## config.mk

```make
export PLATFORM = sky130hd
export DESIGN_NAME = rxaddr_cam_filter
export DESIGN_NICKNAME = d
export VERILOG_FILES = /design/src/rtl/rxf_pkg.sv /design/src/rtl/rxf_rst_sync.sv /design/src/rtl/rxf_loader.sv /design/src/rtl/rxf_cam_store.sv /design/src/rtl/rxf_match.sv /design/src/rtl/rxaddr_cam_filter.sv
export SDC_FILE = /design/constraint.sdc
export NUM_CORES = 2
export LEC_CHECK = 0
export BUFFER_PORTS_ARGS = -buffer_cell sky130_fd_sc_hd__buf_4
export CORE_MARGIN = 2
export CORE_UTILIZATION = 63
export DETAILED_ROUTE_END_ITERATION = 12
export PLACE_DENSITY_LB_ADDON = 0.2
export SETUP_SLACK_MARGIN = 0.02
export SYNTH_ARGS = -nofsm -noshare
export SYNTH_HDL_FRONTEND = slang
export SYNTH_SLANG_ARGS = --single-unit
```

## constraint.sdc

```tcl
create_clock -name clk -period 34.3 [get_ports clk]
set_input_delay 6.86 -clock clk [delete_from_list [all_inputs] [get_ports clk]]
set_output_delay 6.86 -clock clk [all_outputs]
set_load 0.01 [all_outputs]
```

## src/rtl/rxf_pkg.sv

```systemverilog
package rxf_pkg;
  localparam int FLAG_W      = 16;
  localparam int FLAG_MC_BIT = 8;
  localparam int FLAG_BC_BIT = 7;

  typedef enum logic [0:0] {
    LD_IDLE  = 1'b0,
    LD_FETCH = 1'b1
  } ld_state_e;
endpackage

```

## src/rtl/rxf_rst_sync.sv

```systemverilog
module rxf_rst_sync (
  input  logic clk,
  input  logic rst_n,
  output logic rst_n_sync
);
  logic [1:0] sync_q;

  always_ff @(posedge clk or negedge rst_n) begin
    if (!rst_n) sync_q <= 2'b00;
    else        sync_q <= {sync_q[0], 1'b1};
  end

  assign rst_n_sync = sync_q[1];
endmodule

```

## src/rtl/rxf_loader.sv

```systemverilog
module rxf_loader
  import rxf_pkg::*;
#(
  parameter int ENTRIES = 16,
  parameter int ADDR_W  = 48,
  parameter int WORD_W  = 16,
  parameter int CNT_W   = 5
) (
  input  logic                       clk,
  input  logic                       rst_n,
  input  logic                       load_start,
  input  logic [CNT_W-1:0]           load_count,
  input  logic [WORD_W-1:0]          desc_upper,
  input  logic [WORD_W-1:0]          desc_ptr,
  input  logic                       wide_mode,
  output logic                       mem_req,
  output logic [2*WORD_W-1:0]        mem_addr,
  input  logic                       mem_ack,
  input  logic [WORD_W-1:0]          mem_rdata,
  output logic                       busy,
  output logic                       done,
  output logic                       ent_we,
  output logic [$clog2(ENTRIES)-1:0] ent_idx,
  output logic [ADDR_W-1:0]          ent_data,
  output logic                       mask_we,
  output logic [ENTRIES-1:0]         mask_data
);
  localparam int IDX_W = $clog2(ENTRIES);
  localparam int WORDS = ADDR_W / WORD_W;
  localparam int PH_W  = $clog2(WORDS + 1);

  ld_state_e             state_q, state_d;
  logic [PH_W-1:0]       phase_q, phase_d;
  logic                  mphase_q, mphase_d;
  logic [CNT_W-1:0]      cnt_q, cnt_d;
  logic [WORD_W-1:0]     ptr_q, ptr_d;
  logic [WORD_W-1:0]     upper_q;
  logic                  wide_q;
  logic [IDX_W-1:0]      idx_q, idx_d;
  logic [ADDR_W-1:0]     acc_q, acc_d;
  logic                  done_q, done_d;
  logic [WORD_W-1:0]     offset;
  logic                  start_ok;

  assign start_ok = load_start && (state_q == LD_IDLE);
  assign offset   = WORD_W'(phase_q) << (wide_q ? 2 : 1);

  always_comb begin
    state_d   = state_q;
    phase_d   = phase_q;
    mphase_d  = mphase_q;
    cnt_d     = cnt_q;
    ptr_d     = ptr_q;
    idx_d     = idx_q;
    acc_d     = acc_q;
    done_d    = done_q;
    ent_we    = 1'b0;
    mask_we   = 1'b0;
    if (start_ok) begin
      state_d  = LD_FETCH;
      phase_d  = '0;
      mphase_d = (load_count == '0);
      cnt_d    = load_count;
      ptr_d    = desc_ptr;
      done_d   = 1'b0;
    end else if (state_q == LD_FETCH && mem_ack) begin
      if (mphase_q) begin
        mask_we = 1'b1;
        done_d  = 1'b1;
        state_d = LD_IDLE;
      end else if (phase_q == '0) begin
        idx_d   = mem_rdata[IDX_W-1:0];
        phase_d = phase_q + 1'b1;
      end else begin
        acc_d[(int'(phase_q) - 1) * WORD_W +: WORD_W] = mem_rdata;
        if (int'(phase_q) == WORDS) begin
          ent_we   = 1'b1;
          phase_d  = '0;
          cnt_d    = cnt_q - 1'b1;
          ptr_d    = ptr_q + (wide_q ? WORD_W'(16) : WORD_W'(8));
          mphase_d = (cnt_q == CNT_W'(1));
        end else begin
          phase_d = phase_q + 1'b1;
        end
      end
    end
  end

  always_ff @(posedge clk or negedge rst_n) begin
    if (!rst_n) begin
      state_q  <= LD_IDLE;
      phase_q  <= '0;
      mphase_q <= 1'b0;
      cnt_q    <= '0;
      ptr_q    <= '0;
      upper_q  <= '0;
      wide_q   <= 1'b0;
      idx_q    <= '0;
      acc_q    <= '0;
      done_q   <= 1'b0;
    end else begin
      state_q  <= state_d;
      phase_q  <= phase_d;
      mphase_q <= mphase_d;
      cnt_q    <= cnt_d;
      ptr_q    <= ptr_d;
      idx_q    <= idx_d;
      acc_q    <= acc_d;
      done_q   <= done_d;
      if (start_ok) begin
        upper_q <= desc_upper;
        wide_q  <= wide_mode;
      end
    end
  end

  assign mem_req   = (state_q == LD_FETCH);
  assign mem_addr  = {upper_q, ptr_q + offset};
  assign busy      = (state_q != LD_IDLE);
  assign done      = done_q;
  assign ent_idx   = idx_q;
  assign ent_data  = acc_d;
  assign mask_data = mem_rdata[ENTRIES-1:0];
endmodule

```

## src/rtl/rxf_cam_store.sv

```systemverilog
module rxf_cam_store #(
  parameter int ENTRIES = 16,
  parameter int ADDR_W  = 48,
  parameter int WORD_W  = 16
) (
  input  logic                              clk,
  input  logic                              rst_n,
  input  logic                              ent_we,
  input  logic [$clog2(ENTRIES)-1:0]        ent_idx,
  input  logic [ADDR_W-1:0]                 ent_data,
  input  logic                              mask_we,
  input  logic [ENTRIES-1:0]                mask_data,
  input  logic                              rd_allow,
  input  logic [$clog2(ENTRIES)-1:0]        rd_idx,
  output logic [ENTRIES-1:0][ADDR_W-1:0]    table_flat,
  output logic [ENTRIES-1:0]                en_mask,
  output logic [WORD_W-1:0]                 rd_w2,
  output logic [WORD_W-1:0]                 rd_w1,
  output logic [WORD_W-1:0]                 rd_w0
);
  logic [ADDR_W-1:0] sel_entry;

  for (genvar g = 0; g < ENTRIES; g++) begin : g_entry
    logic row_we;
    assign row_we = ent_we && (int'(ent_idx) == g);
    always_ff @(posedge clk or negedge rst_n) begin
      if (!rst_n)      table_flat[g] <= '0;
      else if (row_we) table_flat[g] <= ent_data;
    end
  end

  always_ff @(posedge clk or negedge rst_n) begin
    if (!rst_n)       en_mask <= '0;
    else if (mask_we) en_mask <= mask_data;
  end

  assign sel_entry = table_flat[rd_idx];
  assign rd_w0 = rd_allow ? sel_entry[0*WORD_W +: WORD_W] : '0;
  assign rd_w1 = rd_allow ? sel_entry[1*WORD_W +: WORD_W] : '0;
  assign rd_w2 = rd_allow ? sel_entry[2*WORD_W +: WORD_W] : '0;
endmodule

```

## src/rtl/rxf_match.sv

```systemverilog
module rxf_match
  import rxf_pkg::*;
#(
  parameter int ENTRIES = 16,
  parameter int ADDR_W  = 48
) (
  input  logic                           clk,
  input  logic                           rst_n,
  input  logic                           busy,
  input  logic                           dst_valid,
  input  logic [ADDR_W-1:0]              dst_addr,
  input  logic                           mode_promisc,
  input  logic                           mode_all_mcast,
  input  logic                           mode_bcast,
  input  logic [ENTRIES-1:0][ADDR_W-1:0] table_flat,
  input  logic [ENTRIES-1:0]             en_mask,
  output logic                           res_valid,
  output logic                           res_accept,
  output logic [FLAG_W-1:0]              res_flags
);
  logic              pend_q, pend_d;
  logic [ADDR_W-1:0] paddr_q, paddr_d;
  logic              eval_now;
  logic [ADDR_W-1:0] eval_addr;
  logic [ENTRIES-1:0] hit;
  logic              is_group, is_bcast;
  logic              acc_d;
  logic [FLAG_W-1:0] flg_d;

  assign eval_now  = !busy && (pend_q || dst_valid);
  assign eval_addr = pend_q ? paddr_q : dst_addr;
  assign is_group  = eval_addr[0];
  assign is_bcast  = &eval_addr;

  for (genvar g = 0; g < ENTRIES; g++) begin : g_cmp
    assign hit[g] = en_mask[g] && (table_flat[g] == eval_addr);
  end

  always_comb begin
    acc_d = 1'b0;
    flg_d = '0;
    if (mode_promisc && !is_group) begin
      acc_d = 1'b1;
    end else if (mode_all_mcast && is_group) begin
      acc_d = 1'b1;
      flg_d[FLAG_MC_BIT] = 1'b1;
    end else if (mode_bcast && is_bcast) begin
      acc_d = 1'b1;
      flg_d[FLAG_BC_BIT] = 1'b1;
    end else if (|hit) begin
      acc_d = 1'b1;
    end
  end

  always_comb begin
    pend_d  = pend_q;
    paddr_d = paddr_q;
    if (busy) begin
      if (dst_valid) begin
        pend_d  = 1'b1;
        paddr_d = dst_addr;
      end
    end else if (pend_q) begin
      pend_d = dst_valid;
      if (dst_valid) paddr_d = dst_addr;
    end
  end

  always_ff @(posedge clk or negedge rst_n) begin
    if (!rst_n) begin
      pend_q     <= 1'b0;
      paddr_q    <= '0;
      res_valid  <= 1'b0;
      res_accept <= 1'b0;
      res_flags  <= '0;
    end else begin
      pend_q    <= pend_d;
      paddr_q   <= paddr_d;
      res_valid <= eval_now;
      if (eval_now) begin
        res_accept <= acc_d;
        res_flags  <= flg_d;
      end
    end
  end
endmodule

```

## src/rtl/rxaddr_cam_filter.sv

```systemverilog
module rxaddr_cam_filter
  import rxf_pkg::*;
#(
  parameter int ENTRIES = 16,
  parameter int ADDR_W  = 48,
  parameter int WORD_W  = 16,
  parameter int CNT_W   = 5,
  localparam int IDX_W  = $clog2(ENTRIES)
) (
  input  logic                clk,
  input  logic                rst_n,
  input  logic                ctl_in_reset,
  input  logic                mode_promisc,
  input  logic                mode_all_mcast,
  input  logic                mode_bcast,
  input  logic                wide_mode,
  input  logic                load_start,
  input  logic [CNT_W-1:0]    load_count,
  input  logic [WORD_W-1:0]   desc_upper,
  input  logic [WORD_W-1:0]   desc_ptr,
  output logic                load_busy,
  output logic                load_done,
  output logic                mem_req,
  output logic [2*WORD_W-1:0] mem_addr,
  input  logic                mem_ack,
  input  logic [WORD_W-1:0]   mem_rdata,
  input  logic                dst_valid,
  input  logic [ADDR_W-1:0]   dst_addr,
  output logic                res_valid,
  output logic                res_accept,
  output logic [FLAG_W-1:0]   res_flags,
  input  logic [IDX_W-1:0]    cam_ptr,
  output logic [WORD_W-1:0]   port_w2,
  output logic [WORD_W-1:0]   port_w1,
  output logic [WORD_W-1:0]   port_w0
);
  logic                           rst_n_int;
  logic                           ent_we, mask_we;
  logic [IDX_W-1:0]               ent_idx;
  logic [ADDR_W-1:0]              ent_data;
  logic [ENTRIES-1:0]             mask_data, en_mask;
  logic [ENTRIES-1:0][ADDR_W-1:0] table_flat;

  rxf_rst_sync u_rst (
    .clk        (clk),
    .rst_n      (rst_n),
    .rst_n_sync (rst_n_int)
  );

  rxf_loader #(
    .ENTRIES (ENTRIES), .ADDR_W (ADDR_W), .WORD_W (WORD_W), .CNT_W (CNT_W)
  ) u_loader (
    .clk        (clk),
    .rst_n      (rst_n_int),
    .load_start (load_start),
    .load_count (load_count),
    .desc_upper (desc_upper),
    .desc_ptr   (desc_ptr),
    .wide_mode  (wide_mode),
    .mem_req    (mem_req),
    .mem_addr   (mem_addr),
    .mem_ack    (mem_ack),
    .mem_rdata  (mem_rdata),
    .busy       (load_busy),
    .done       (load_done),
    .ent_we     (ent_we),
    .ent_idx    (ent_idx),
    .ent_data   (ent_data),
    .mask_we    (mask_we),
    .mask_data  (mask_data)
  );

  rxf_cam_store #(
    .ENTRIES (ENTRIES), .ADDR_W (ADDR_W), .WORD_W (WORD_W)
  ) u_store (
    .clk        (clk),
    .rst_n      (rst_n_int),
    .ent_we     (ent_we),
    .ent_idx    (ent_idx),
    .ent_data   (ent_data),
    .mask_we    (mask_we),
    .mask_data  (mask_data),
    .rd_allow   (ctl_in_reset),
    .rd_idx     (cam_ptr),
    .table_flat (table_flat),
    .en_mask    (en_mask),
    .rd_w2      (port_w2),
    .rd_w1      (port_w1),
    .rd_w0      (port_w0)
  );

  rxf_match #(
    .ENTRIES (ENTRIES), .ADDR_W (ADDR_W)
  ) u_match (
    .clk            (clk),
    .rst_n          (rst_n_int),
    .busy           (load_busy),
    .dst_valid      (dst_valid),
    .dst_addr       (dst_addr),
    .mode_promisc   (mode_promisc),
    .mode_all_mcast (mode_all_mcast),
    .mode_bcast     (mode_bcast),
    .table_flat     (table_flat),
    .en_mask        (en_mask),
    .res_valid      (res_valid),
    .res_accept     (res_accept),
    .res_flags      (res_flags)
  );
endmodule

```

Word level (Yosys, flattened, before mapping) --
Index checks and enable logic that the tools add are counted.
Storage, ports and cells: input port bits 115, word-level logic and storage cells 197, output and inout bits 101, bits in registers 934
Operators by class: $lt $le $gt $ge 1, shifts and indexed selects 3, bitwise gates (word level) 3, $add $sub $neg 6, equal/unequal tests 36, mux-type cells 61, reductions and logical operators 54
Operators by type and width (number):
- == test 48 bit | 16
- 2-to-1 mux 48 bit | 9
- binary-select mux 48 bit (select 4 bit) | 1
- 2-to-1 mux 16 bit | 8
- bitwise mux 48 bit | 1
- AND reduction 48 bit | 1
- variable shift 16 x 33 -> 48 bit (first input constant) | 1
- variable part select 16 x 33 -> 48 bit | 1
- logical AND 1 bit | 38
- negation 32 -> 33 bit | 1
- adder 16 bit | 2
- == test 4 bit (second input constant) | 8
- left shift 2 x 32 -> 16 bit | 1
- 2-to-1 mux 5 bit | 6
- 2-to-1 mux 1 bit | 29
- == test 4 x 3 -> 1 bit (second input constant) | 4
- OR reduction 16 bit | 1
- 2-to-1 mux 2 bit | 7
- == test 4 x 2 -> 1 bit (second input constant) | 2
- AND reduction 4 bit | 2
- nonzero test 2 bit | 4
- == test 5 x 1 -> 1 bit (second input constant) | 1
- logical NOT 5 bit | 1
- < comparator 4 x 5 -> 1 bit (second input constant) | 1
- other kinds (13) | 18

Longest topological paths before layout --
word-level depth 8, mapped depth 13, depth with buffers taken out 12

Cells and area by module --
A second synthesis with hierarchy kept.
Unflattened totals: cell total of the unflattened synthesis 4285, area, all modules 52157.5 sq um
By module, submodules not included:
- rxf_cam_store | sequential area each 19618.8 sq um, instances 1, area each 35606.6 sq um, cells each 2531
- rxf_match | sequential area each 1326.3 sq um, instances 1, area each 11982.7 sq um, cells each 1326
- rxf_loader | sequential area each 2377.3 sq um, instances 1, area each 4514.3 sq um, cells each 425
- rxf_rst_sync | sequential area each 50.0 sq um, instances 1, area each 53.8 sq um, cells each 3

Worst setup path after synthesis --
Ideal clock, no wire load.
path kind input port to output port, start point input port cam_ptr[0], end point output port port_w0[0], data required time 27.440 ns, path slack 18.400 ns, stages 6, buffers on the path 3, arrival 9.040 ns, cells stage by stage clkbuf_1 > clkbuf_1 > buf_1 > mux4_2 > mux4_2 > and2_1
On the way: word-level cells in the longest chain between the ends 3
RTL lines:
- start, declared | line rxaddr_cam_filter.sv:32 | input logic [IDX_W-1:0] cam_ptr,
- binary-select mux 48 bit (select 4 bit) | line rxf_cam_store.sv:37 | assign sel_entry = table_flat[rd_idx];
- 2-to-1 mux 48 bit (not written as such) | line rxf_cam_store.sv:37
- 2-to-1 mux 16 bit | line rxf_cam_store.sv:38 | assign rd_w0 = rd_allow ? sel_entry[0*WORD_W +: WORD_W] : '0;
- end, declared | line rxaddr_cam_filter.sv:35 | output logic [WORD_W-1:0] port_w0
No other way between the ends. The select of a mux whose other input is x is not followed.

Final worst setup path --
start point input port cam_ptr[0], end point output port port_w2[9]
On the way: word-level cells in the longest chain between the ends 3
RTL lines:
- binary-select mux 48 bit (select 4 bit) | line rxf_cam_store.sv:37
- 2-to-1 mux 48 bit (not written as such) | line rxf_cam_store.sv:37
- 2-to-1 mux 16 bit | line rxf_cam_store.sv:40 | assign rd_w2 = rd_allow ? sel_entry[2*WORD_W +: WORD_W] : '0;
- end, declared | line rxaddr_cam_filter.sv:33 | output logic [WORD_W-1:0] port_w2,
No other way between the ends. The select of a mux whose other input is x is not followed.

==> impl_summary.txt <==
----------------------------------------------------
[Synthesis]
  Most common cell in the synthesized netlist ... sky130_fd_sc_hd__dfrtp_1
  Number of warnings reported in the yosys synthesis log ... 0
  Largest area contributor in the netlist ... sky130_fd_sc_hd__dfrtp_1
  Post-synthesis sequential area ratio ... between 40% and 50%
  Proportion of netlist area held by the largest area contributor ... 47.0%
  Mean area per synthesized cell ... between 10 and 15 sq um
  Leading register cell type out of synthesis ... sky130_fd_sc_hd__dfrtp_1
  EDFF count, synth ... 0
  Biggest area contributors in the synthesized netlist ... sky130_fd_sc_hd__dfrtp_1, sky130_fd_sc_hd__mux4_2, sky130_fd_sc_hd__xnor2_1
  Post-synth design cell area ... 49,700 sq um
  Number of synthesized register bits ... about 930
  Gate count of the mapped netlist ... ~4,700
  Share of synthesized registers carrying an async set or reset ... 100%
  Count of different cell masters after synthesis ... 62
  Post-synth top cells ... sky130_fd_sc_hd__dfrtp_1, sky130_fd_sc_hd__nor2_1, sky130_fd_sc_hd__a21oi_1

[Global route]
  Number of antenna violations at the first check in global routing ... 45
  Aggregate global-route resource usage ... 60.4%
  Wire length of the first global-routing pass ... between 300,000 and 400,000 microns
  Total congestion overflow ... 0
  Via count of the first global-routing pass ... ~41,000
  Pin count of the biggest net entering global routing ... 90

[STA]
  Worst slew margin relative to its limit ... -3.97%
  Least-Margin Pin Slew ... between 1.5 and 2 ns
  Final critical-path required period ... 17.60 ns
  Hold Vio Cnt, Final ... 0
  Count of final setup violators ... 0
  Setup TNS ... 0 ns
  Final Max Slew Viols ... 2
  Final Worst Setup Slack ... between 15 and 20 ns
  Peak clock frequency supported by timing ... approximately 0.057 GHz
  Worst Clk Skew ... about 0.035 ns
  Tcrit/Tclk final ... between 50 and 60%
  Setup repair after global routing missed its margin ... false
  WHS ... 0.349 ns

[Finish]
  Design Area, Final ... between 50,000 and 60,000 sq um
  Final #Nets ... slightly below 5,000
  Area of combinational cells with multiple inputs ... about 25,000 sq um
  Share of post-route cells with drive strength above 1 ... 18.3%
  Number of filler instances in the final layout ... between 5,000 and 6,000
  Area delta synth->final ... 12.4%
  Reg area ... 23,400 sq um

[Clock network]
  Number of buffers created by CTS ... between 90 and 100
  CTS tree ... done
  Clk pin slew, worst setup/hold paths ... around 0.06 ns
  Clock latency of the later-clocked register in the worst-skew pair ... 0.69 ns
  Post-CTS Repair Setup Buffers ... 0
  Buffer type at the clock tree root ... sky130_fd_sc_hd__clkbuf_16
  H-tree depth ... 3
  Clock buffer depth ... 3
  Total of hold buffers inserted after clock tree synthesis ... 0
  Number of sinks driven by the clock tree ... just over 900
  Total of cells resized after clock tree synthesis ... 0

[Placed design]
  I/O Buffers ... 201
  Placer congestion estimate ... 1.23
  Placement Cell Area ... 52,300 sq um
  Placement-stage worst setup slack ... 16.68 ns
  Final HPWL DP ... about 180,000 microns

[Worst hold path]
  Worst hold path type ... register to register

[Pwr]
  Combinational group share of total power ... a little under half
  Internal power summed over all cells ... 2.81 mW
  Proportion of total power due to net switching ... 47.5%
  Power density over the cells ... between 90 and 100 nW/um^2
  Worst voltage drop across the vdd grid ... ~0.076 mV
  Leakage power of the design ... 24.5 nW
  Share of total power in sequential cells ... between 30 and 40%
  Net Switching ... about 2.5 mW
  Relative contribution of the clock network to total power ... between 20% and 30%

[Detailed routing]
  Initial DRC count ... slightly below 9,000
  Number of vias per cell after detailed routing ... 7.46
  Length of the first detailed-routing pass in iterations ... 10
  Wirelength, routed ... around 240,000 microns
  Detailed-route via count ... approximately 44,000
  DR DRC count ... 0
  DR WL/cell ... 41.0 microns
  Count of antenna-violating nets left after detailed routing ... 0

[Floorplan]
  Area enclosed by the die boundary ... about 81,000 sq um
  Initial core utilization ... between 60% and 70%
  Die Span Y ... 285 microns
  Horizontal die dimension ... 285 microns
  IO Count ... 216
  Placement row count ... 103
  CORE AREA ... between 70,000 and 80,000 sq um

[Outcome]
  Outcome ... complete, but fails checks
  Violations in the final reports ... max-capacitance violations, max-slew violations

[Setup path]
  Worst Setup Path Type ... input port to output port
  Crit-path most repeated cell ... sky130_fd_sc_hd__buf_4
  Crit path cell chain ... buf_8, buf_4, buf_4, mux4_2, mux4_2, and2_1, buf_4
  Worst Path Max Fanout ... between 70 and 80
  Worst-path cell with the longest stage delay ... sky130_fd_sc_hd__buf_4
  Setup crit start kind ... input port
  Type of destination of the critical path ... output port
  Delay of the slowest cell on the worst path ... approximately 0.82 ns
  Worst endpoint required time ... between 20 and 30 ns
  CP arrival ... 10.74 ns

[Job]
  Max Cap Violations ... 4

----------------------------------------------------
==> area by class of cell <==
type                    count  share of cell area (%)
diodes                     43                   0.192
clock buffers             131                    4.98
clock inverters            44                    1.16
inverters                  64                   0.430
multi-input cells        3353                    44.5
flip-flops and latches    934                    41.8
well taps                1050                    2.35
repair buffers            336                    4.55
==> critical path, delay by kind of cell <==
kind / cells / cell delay (ns)
buffers and inverters: 4 / 2.34
multiplexers: 2 / 1.16
AND/OR/NAND/NOR: 1 / 0.24
==> flip-flops by register name, summed over array words and instances, names as in the netlist <==
| register | count |
|---|---|
| u_loader.upper_q | 16 |
| u_loader.ent_idx | 4 |
| u_match.res_valid | 1 |
| u_loader.cnt_q | 5 |
| u_loader.busy | 1 |
| u_loader.phase_q | 2 |
| u_match.paddr_q | 48 |
| u_loader.wide_q | 1 |
| u_match.pend_q | 1 |
| u_match.res_accept | 1 |
| u_loader.mphase_q | 1 |
| u_rst.sync_q | 2 |
| u_store.table_flat | 768 |
| u_store.en_mask | 16 |
| u_loader.acc_q | 48 |
| u_loader.ptr_q | 16 |
| u_match.res_flags | 2 |
| u_loader.done | 1 |
==> cell families after synthesis <==
group	share of synthesized area (%)
buf+inv	3.75
fa+ha+maj	0.478
xor+xnor	12.8
other cells	0.0151
flops	47.0
mux	14.3
simple gates	11.6
compound gates	10.1
==> power by group through the flow <==
stage / registers, mW / logic [mW] / clock network [mW]
after floorplan: 1.59 / 1.22 / 0
after global placement: 1.72 / 2.15 / 0
after detailed placement: 1.73 / 2.18 / 0
after CTS: 1.72 / 2.20 / 1.14
after global routing: 1.76 / 2.40 / 1.19
final: 1.76 / 2.44 / 1.15
==> layout by cell type (no fill, tap or decap), types with 50 or more instances in the layout <==
master,netlist,final
sky130_fd_sc_hd__xor2_1,270,270
sky130_fd_sc_hd__nand4_1,96,96
sky130_fd_sc_hd__xnor2_1,456,450
sky130_fd_sc_hd__nor4_1,136,134
sky130_fd_sc_hd__inv_1,64,64
sky130_fd_sc_hd__a21oi_1,548,548
sky130_fd_sc_hd__nor2_1,568,559
sky130_fd_sc_hd__nand2_1,360,359
sky130_fd_sc_hd__and2_1,50,50
sky130_fd_sc_hd__buf_4,28,333
sky130_fd_sc_hd__a22oi_1,54,54
sky130_fd_sc_hd__clkbuf_16,0,98
sky130_fd_sc_hd__mux4_2,240,240
sky130_fd_sc_hd__dfrtp_1,934,932
sky130_fd_sc_hd__o21ai_0,273,272
sky130_fd_sc_hd__mux2_2,69,69
==> worst paths after layout <==
kind                            startpoint  slack [ns]                 end  depth (start not counted)
max                             cam_ptr[0]       16.70          port_w2[9]                          7
min                        u_rst.sync_q[0]        0.35     u_rst.sync_q[1]                          0
max reg2reg                 u_match.pend_q       28.06  u_match.res_accept                          9
min reg2reg                u_rst.sync_q[0]        0.35     u_rst.sync_q[1]                          0
max in group asynchronous            rst_n       28.25     u_rst.sync_q[1]                          1
min in group asynchronous  u_rst.sync_q[1]        0.43  u_loader.acc_q[32]                          0
==> through the flow <==
stage / util, % / power (mW) / instances
2_1_floorplan: - / 2.81 / 4726
3_3_place_gp: 66.5 / 3.87 / 5734
3_5_place_dp: 66.5 / 3.91 / 5734
4_1_cts: 70.9 / 5.06 / 5909
5_1_grt: 71.0 / 5.34 / 5920
6_report: 71.1 / 5.35 / 5955
==> metal layers <==
layer / vias to the layer above / wire (microns) / GRT usage, %
met5: - / 650 / 7.03
met4: 32 / 29000 / 52.4
met3: 1432 / 44500 / 36.1
met2: 4811 / 93800 / 78.3
met1: 21537 / 76100 / 69.5
li1: 16615 / - / -
Note: power is estimated with default switching activity, not from simulation.
